**src/rtl/xgrx_pkg.sv**
```systemverilog
`timescale 1ns/1ps
package xgrx_pkg;
    localparam int LANES     = 8;
    localparam int DW        = LANES * 8;
    localparam int LW        = $clog2(LANES + 1);
    localparam int FCS_BYTES = 4;

    localparam logic [7:0] CH_START = 8'hFB;
    localparam logic [7:0] CH_TERM  = 8'hFD;
    localparam logic [7:0] BY_PRE   = 8'h55;
    localparam logic [7:0] BY_SFD   = 8'hD5;

    localparam logic [31:0] CRC_POLY_REFL = 32'hEDB88320;
    localparam logic [31:0] CRC_SEED      = 32'hFFFFFFFF;
    localparam logic [31:0] CRC_GOOD      = 32'hDEBB20E3;

    typedef enum logic {S_WAIT, S_BODY} rx_state_e;

    typedef struct packed {
        logic             vld;
        logic [DW-1:0]    data;
        logic [LANES-1:0] keep;
        logic             last;
        logic             user;
        logic             crc_err;
        logic             frm_err;
    } beat_t;

    // mask with the n lowest lanes set
    function automatic logic [LANES-1:0] keep_lo(input logic [LW-1:0] n);
        keep_lo = '0;
        for (int i = 0; i < LANES; i++)
            if (i < int'(n)) keep_lo[i] = 1'b1;
    endfunction
endpackage

```
**src/rtl/xgrx_lane_scan.sv**
```systemverilog
`timescale 1ns/1ps
module xgrx_lane_scan
    import xgrx_pkg::*;
(
    input  logic [DW-1:0]    d,
    input  logic [LANES-1:0] c,
    output logic             term_hit,
    output logic [LW-1:0]    term_lane,
    output logic             ctl_err,
    output logic             sof,
    output logic             pre_ok
);
    always_comb begin
        term_hit  = 1'b0;
        term_lane = LW'(LANES);
        // lowest lane holding a terminate wins
        for (int i = LANES - 1; i >= 0; i--) begin
            if (c[i] && d[8*i +: 8] == CH_TERM) begin
                term_hit  = 1'b1;
                term_lane = LW'(i);
            end
        end
        // any control flag ahead of the terminate (or anywhere without one)
        ctl_err = 1'b0;
        for (int i = 0; i < LANES; i++)
            if (c[i] && i < int'(term_lane)) ctl_err = 1'b1;

        sof    = c[0] && d[7:0] == CH_START;
        pre_ok = (c[LANES-1:1] == '0) && (d[DW-1 -: 8] == BY_SFD);
        for (int i = 1; i < LANES - 1; i++)
            if (d[8*i +: 8] != BY_PRE) pre_ok = 1'b0;
    end
endmodule

```
**src/rtl/xgrx_crc.sv**
```systemverilog
`timescale 1ns/1ps
module xgrx_crc
    import xgrx_pkg::*;
#(
    parameter int NB = LANES,
    localparam int NBW = $clog2(NB + 1)
) (
    input  logic [31:0]     crc_in,
    input  logic [8*NB-1:0] data,
    input  logic [NBW-1:0]  nbytes,
    output logic [31:0]     crc_out
);
    // bytes 0..nbytes-1, lane 0 first, bits LSB first
    always_comb begin
        crc_out = crc_in;
        for (int b = 0; b < NB; b++) begin
            if (b < int'(nbytes)) begin
                for (int k = 0; k < 8; k++) begin
                    crc_out = {1'b0, crc_out[31:1]}
                            ^ ((crc_out[0] ^ data[8*b + k]) ? CRC_POLY_REFL : 32'h0);
                end
            end
        end
    end
endmodule

```
**src/rtl/xgmii_rx_framer.sv**
```systemverilog
`timescale 1ns/1ps
module xgmii_rx_framer
    import xgrx_pkg::*;
(
    input  logic             clk,
    input  logic             rst,
    input  logic [DW-1:0]    xg_rxd,
    input  logic [LANES-1:0] xg_rxc,
    output logic [DW-1:0]    m_tdata,
    output logic [LANES-1:0] m_tkeep,
    output logic             m_tvalid,
    input  logic             m_tready,
    output logic             m_tlast,
    output logic             m_tuser,
    output logic             crc_bad,
    output logic             frame_bad
);
    rx_state_e     st_q, st_d;
    logic          hold_vld_q, hold_vld_d;
    logic [DW-1:0] hold_q, hold_d;
    logic [31:0]   crc_q, crc_d, crc_next;
    logic          lost_q, lost_d;
    beat_t         pend_q, pend_d, out_q, out_d;

    logic          term_hit, ctl_err, sof, pre_ok;
    logic [LW-1:0] term_lane, crc_nb;
    logic          drop_now, lost, fcs_bad;

    xgrx_lane_scan u_scan (
        .d(xg_rxd), .c(xg_rxc),
        .term_hit(term_hit), .term_lane(term_lane), .ctl_err(ctl_err),
        .sof(sof), .pre_ok(pre_ok)
    );

    assign crc_nb = term_hit ? term_lane : LW'(LANES);

    xgrx_crc #(.NB(LANES)) u_crc (
        .crc_in(crc_q), .data(xg_rxd), .nbytes(crc_nb), .crc_out(crc_next)
    );

    always_comb begin
        st_d       = st_q;
        hold_vld_d = hold_vld_q;
        hold_d     = hold_q;
        crc_d      = crc_q;
        pend_d     = '0;
        out_d      = '0;
        drop_now   = out_q.vld & ~out_q.last & ~m_tready;
        lost       = lost_q | drop_now;
        lost_d     = lost;
        fcs_bad    = crc_next != CRC_GOOD;

        // deferred last beat from a terminate in a high lane
        if (pend_q.vld) begin
            out_d         = pend_q;
            out_d.frm_err = pend_q.frm_err | lost;
            out_d.crc_err = pend_q.crc_err & ~out_d.frm_err;
            out_d.user    = out_d.frm_err | out_d.crc_err;
        end

        unique case (st_q)
            S_WAIT: begin
                if (sof) begin
                    if (pre_ok) begin
                        st_d       = S_BODY;
                        crc_d      = CRC_SEED;
                        hold_vld_d = 1'b0;
                        lost_d     = 1'b0;
                    end else begin
                        out_d.frm_err = 1'b1;
                        out_d.crc_err = 1'b0;
                    end
                end
            end
            S_BODY: begin
                if (ctl_err) begin
                    st_d          = S_WAIT;
                    hold_vld_d    = 1'b0;
                    out_d.frm_err = 1'b1;
                    if (hold_vld_q) begin
                        out_d.vld  = 1'b1;
                        out_d.data = hold_q;
                        out_d.keep = '1;
                        out_d.last = 1'b1;
                        out_d.user = 1'b1;
                    end
                end else if (!term_hit) begin
                    crc_d      = crc_next;
                    hold_d     = xg_rxd;
                    hold_vld_d = 1'b1;
                    if (hold_vld_q) begin
                        out_d.vld  = 1'b1;
                        out_d.data = hold_q;
                        out_d.keep = '1;
                    end
                end else begin
                    st_d       = S_WAIT;
                    hold_vld_d = 1'b0;
                    if (term_lane > LW'(FCS_BYTES)) begin
                        // payload bytes remain in the terminate word
                        if (hold_vld_q) begin
                            out_d.vld  = 1'b1;
                            out_d.data = hold_q;
                            out_d.keep = '1;
                        end
                        pend_d.vld     = 1'b1;
                        pend_d.data    = xg_rxd;
                        pend_d.keep    = keep_lo(term_lane - LW'(FCS_BYTES));
                        pend_d.last    = 1'b1;
                        pend_d.crc_err = fcs_bad;
                        pend_d.frm_err = lost;
                    end else if (hold_vld_q) begin
                        // FCS reaches back into the held word
                        out_d.vld     = 1'b1;
                        out_d.data    = hold_q;
                        out_d.keep    = keep_lo(term_lane + LW'(FCS_BYTES));
                        out_d.last    = 1'b1;
                        out_d.frm_err = lost;
                        out_d.crc_err = fcs_bad & ~lost;
                        out_d.user    = lost | fcs_bad;
                    end else begin
                        out_d.frm_err = 1'b1;
                    end
                end
            end
            default: st_d = S_WAIT;
        endcase
    end

    always_ff @(posedge clk) begin
        if (rst) begin
            st_q       <= S_WAIT;
            hold_vld_q <= 1'b0;
            hold_q     <= '0;
            crc_q      <= CRC_SEED;
            lost_q     <= 1'b0;
            pend_q     <= '0;
            out_q      <= '0;
        end else begin
            st_q       <= st_d;
            hold_vld_q <= hold_vld_d;
            hold_q     <= hold_d;
            crc_q      <= crc_d;
            lost_q     <= lost_d;
            pend_q     <= pend_d;
            out_q      <= out_d;
        end
    end

    assign m_tdata   = out_q.data;
    assign m_tkeep   = out_q.keep;
    assign m_tvalid  = out_q.vld;
    assign m_tlast   = out_q.last;
    assign m_tuser   = out_q.user;
    assign crc_bad   = out_q.crc_err;
    assign frame_bad = out_q.frm_err;


    pulses_excl_chk: assert property (@(posedge clk) disable iff (rst)
        !(crc_bad && frame_bad));


    crc_on_last_chk: assert property (@(posedge clk) disable iff (rst)
        crc_bad |-> (m_tvalid && m_tlast && m_tuser));


    mid_beat_full_chk: assert property (@(posedge clk) disable iff (rst)
        (m_tvalid && !m_tlast) |-> (m_tkeep == '1 && !m_tuser));


    keep_contig_chk: assert property (@(posedge clk) disable iff (rst)
        m_tvalid |-> (m_tkeep[0] && ((m_tkeep & (m_tkeep + 8'd1)) == '0)));
endmodule

```
**config.mk**
```make
export PLATFORM = sky130hd
export DESIGN_NAME = xgmii_rx_framer
export DESIGN_NICKNAME = d
export VERILOG_FILES = /design/src/rtl/xgrx_pkg.sv /design/src/rtl/xgrx_lane_scan.sv /design/src/rtl/xgrx_crc.sv /design/src/rtl/xgmii_rx_framer.sv
export SDC_FILE = /design/constraint.sdc
export NUM_CORES = 1
export LEC_CHECK = 0
export ABC_AREA = 1
export BUFFER_PORTS_ARGS = -buffer_cell sky130_fd_sc_hd__buf_2
export CAP_MARGIN = 20
export CORE_MARGIN = 2
export CORE_UTILIZATION = 30
export DETAILED_ROUTE_END_ITERATION = 10
export HOLD_SLACK_MARGIN = 0.08
export REMOVE_ABC_BUFFERS = 1
export SLEW_MARGIN = 0
export SYNTH_ARGS = -nofsm -noshare
export SYNTH_HDL_FRONTEND = slang
export SYNTH_SLANG_ARGS = --single-unit
export TNS_END_PERCENT = 100
```
**constraint.sdc**
```tcl
create_clock -name clk -period 10 [get_ports clk]
set_input_delay 1.5 -clock clk [delete_from_list [all_inputs] [get_ports clk]]
set_output_delay 1.5 -clock clk [all_outputs]
set_load 0.02 [all_outputs]
```
==> impl_results.md <==
* Slew HR at 32.3%
* ANT cells at 0
* Max-slew violations at 0
* Max clock buf depth at 3
* Post-DP Area at 30700 um^2
* Setup Skew at 0.0105 ns
* Row count at 102
* GPL Wtd Cong at 1.04
* Final number of hold-violating endpoints at 0
* Critical path's slowest cell: nor3_1
* Total congestion overflow at 0
* Setup TNS at 0 ns
* Sequential fraction of the synthesis area at 21.3%
* Syn_area_per_cell at 5.57 um^2
* TritonCTS clock tree: yes
* Root Buffer: clkbuf_16
* First-pass GRT wire length at between 150 and 200 mm
* Mean routed wirelength per cell at 19.2 um
* Full die area at 81000 um^2
* # hold bufs at CTS at 0
* Area Overhead vs Synth at 36.0%
* R2R Setup Slk at ~1.9 ns
* Die Height at 285 um
* Syn Inst Count at 4240
* Flops & latches, synth at around 250
* Final wirelength at between 100 and 150 mm
* Tightest Pin Transition at 1.01 ns
* H-tree depth at 1
* Detailed Place HPWL at 96.5 mm
* CP endpoint kind: register
* Core ar. at 77700 um^2
* Critical path arrival at about 9.9 ns
* Post-synth ARST share at 0%
* Buffers on Ports at 151
* Die Wd at about 280 um
* Crit path max fanout at 15
* Total GRT Usage at 27.9%
* Post-Place Cells at around 6.0k
* Cell mode on critical path: nand2_1
* Vias in the first global route at 28.1k
* Post-DRT Antenna Nets at 0
* Status: finished, final reports clean
* Synth Warn # at 0
* Number of CTS-inserted buffers at 30
* # fillers at 8482
* Top_reg_cell synth: dfxtp_1
* Hold_sp: pend_q[62]$_SDFF_PP0_
* Layout cells sized above 1 at 25.7%
* Cell Area, Synth at 23600 um^2
* Io pins at 152
* Cells on Worst Hold Path at 2
* Post-Layout Cell Count at 6100
* Commonest non-fill, non-tap cells in the layout: nand2_1, buf_4, nand3_1, nor2_1, inv_1
* Clk sinks at 251
* Critical Path Max Stage Delay at 0.35 ns
* Worst r2r path cells at 70
* FF-to-FF Start: crc_q[0]$_SDFFE_PP1P_
* Post-synth EDFFs at 0
* Worst Path Required at 10.50 ns
* Max-cap check violation count at 0
* Unique masters post-synth at 54
* Hold Path End: m_tdata[50]$_SDFF_PP0_
* Clock slew at reported path FFs at 0.06 ns
* Final nets at 5123
* Achievable Freq at 106 MHz
* Clk_lat worst skew at about 0.6 ns
* DRT iter0 DRCs at 3252
* Most common cell after layout, fill and taps aside: nand2_1
* Vias at roughly 31k
* Pin count of the biggest net entering global routing at 83
* Drt pass-1 iters at 6
* FF-to-FF End: crc_bad$_SDFF_PP0_
* FF/Latch Area at ~5000 um^2
* Fin crit share at between 90 and 100%
* Class of the most critical setup path: primary input to register
* Worst Hold Class: register to register
* Fin crit period at about 9.4 ns
* Initial Util at ~30%
* Fin area at 32100 um^2
* Detail Route met2 WL at 52.0 mm
* DR top layer: met4
* DRC violation count after routing at 0
* Initial antenna violation count at 0
* Worst Setup Start Kind: primary input
* Met3 wire length at 8.10 mm
* M1 WL at 53.1 mm
* Setup-failing EPs final at 0
* Multi-input gate area at about 17000 um^2
* Post-DR vias/cell at 5.06
==> kinds of logic after synthesis <==
| family | Yosys count | share of synthesized area (%) |
|---|---|---|
| adder cells (fa/ha/maj) | 6 | 0.318 |
| buffers and inverters | 441 | 8.02 |
| flip-flops | 251 | 21.3 |
| XOR/XNOR | 122 | 4.65 |
| AND/OR/NAND/NOR | 3088 | 58.1 |
| AO/OA/AOI/OAI | 332 | 7.68 |
==> synth_stat cells, types with 22 or more instances <==
| master | number | share of area, % |
|---|---|---|
| xor2_1 | 97 | 3.6 |
| inv_1 | 262 | 4.2 |
| dfxtp_1 | 251 | 21 |
| nand3_2 | 48 | 2.0 |
| xnor2_1 | 22 | 0.82 |
| nand2_2 | 150 | 4.0 |
| nor3_1 | 76 | 1.6 |
| inv_2 | 35 | 0.56 |
| nand3_1 | 718 | 15 |
| a21oi_1 | 140 | 3.0 |
| nand4_1 | 27 | 0.72 |
| nor2_1 | 279 | 4.4 |
| nand2_1 | 1710 | 27 |
| o21ai_0 | 129 | 2.7 |
| nand2_4 | 29 | 1.4 |
| clkbuf_1 | 80 | 1.3 |
==> state kept, by name (all words and copies together) (netlist names) <==
name        flops
m_tvalid        1
m_tuser         1
m_tkeep         8
hold_q         64
m_tlast         1
crc_bad         1
hold_vld_q      1
lost_q          1
crc_q          32
st_q            1
pend_q         75
m_tdata        64
frame_bad       1
==> cell type report <==
cell class / instances / share of cell area, %
multi-input cells: 3548 / 52.8
repair buffers: 907 / 20.7
clock buffers: 41 / 2.62
flip-flops and latches: 251 / 15.7
well taps: 1040 / 4.05
inverters: 304 / 3.58
clock inverters: 9 / 0.569
==> per-stage QoR <==
stage / setup WS [ns] / hold WS, ns / utilization, %
finish: 0.587 / 0.477 / 41.3
global route: -0.0225 / 0.492 / 41.3
CTS: 0.396 / 0.478 / 40.9
detailed placement: -0.222 / 0.468 / 39.5
global placement: -0.181 / 0.463 / 39.5
floorplan: -3.51 / 0.436 / -
==> worst max path at each step <==
stage,startpoint,to,slack (ns),depth (start not counted)
CTS,xg_rxd[58],crc_bad$_SDFF_PP0_,0.40,69
detailed placement,xg_rxd[58],crc_bad$_SDFF_PP0_,-0.22,71
global placement,xg_rxd[41],crc_bad$_SDFF_PP0_,-0.18,71
finish,xg_rxd[10],crc_bad$_SDFF_PP0_,0.59,74
floorplan,xg_rxd[58],crc_q[13]$_SDFFE_PP1P_,-3.51,21
global route,xg_rxd[10],crc_bad$_SDFF_PP0_,-0.02,73
==> critical path, delay by kind of cell <==
kind,cells,cell delay (ns)
simple gates,56,6.02
buf+inv,13,1.50
fa+ha+maj,1,0.17
compound gates,4,0.67
==> what timing repair did <==
item,in CTS,in global routing
setup endpoints to repair,0,28
setup buffers,0,6
resized for setup,0,58
==> layer usage <==
layer	vias to the layer above	global-route usage, %
met3	164	2.75
met2	1170	45.1
met4	0	8.97
met5	-	0
met1	14200	38.8
li1	15300	-
Power is not shown: default switching activity piles up to over one toggle a cycle in this logic, so the estimate is an artifact.
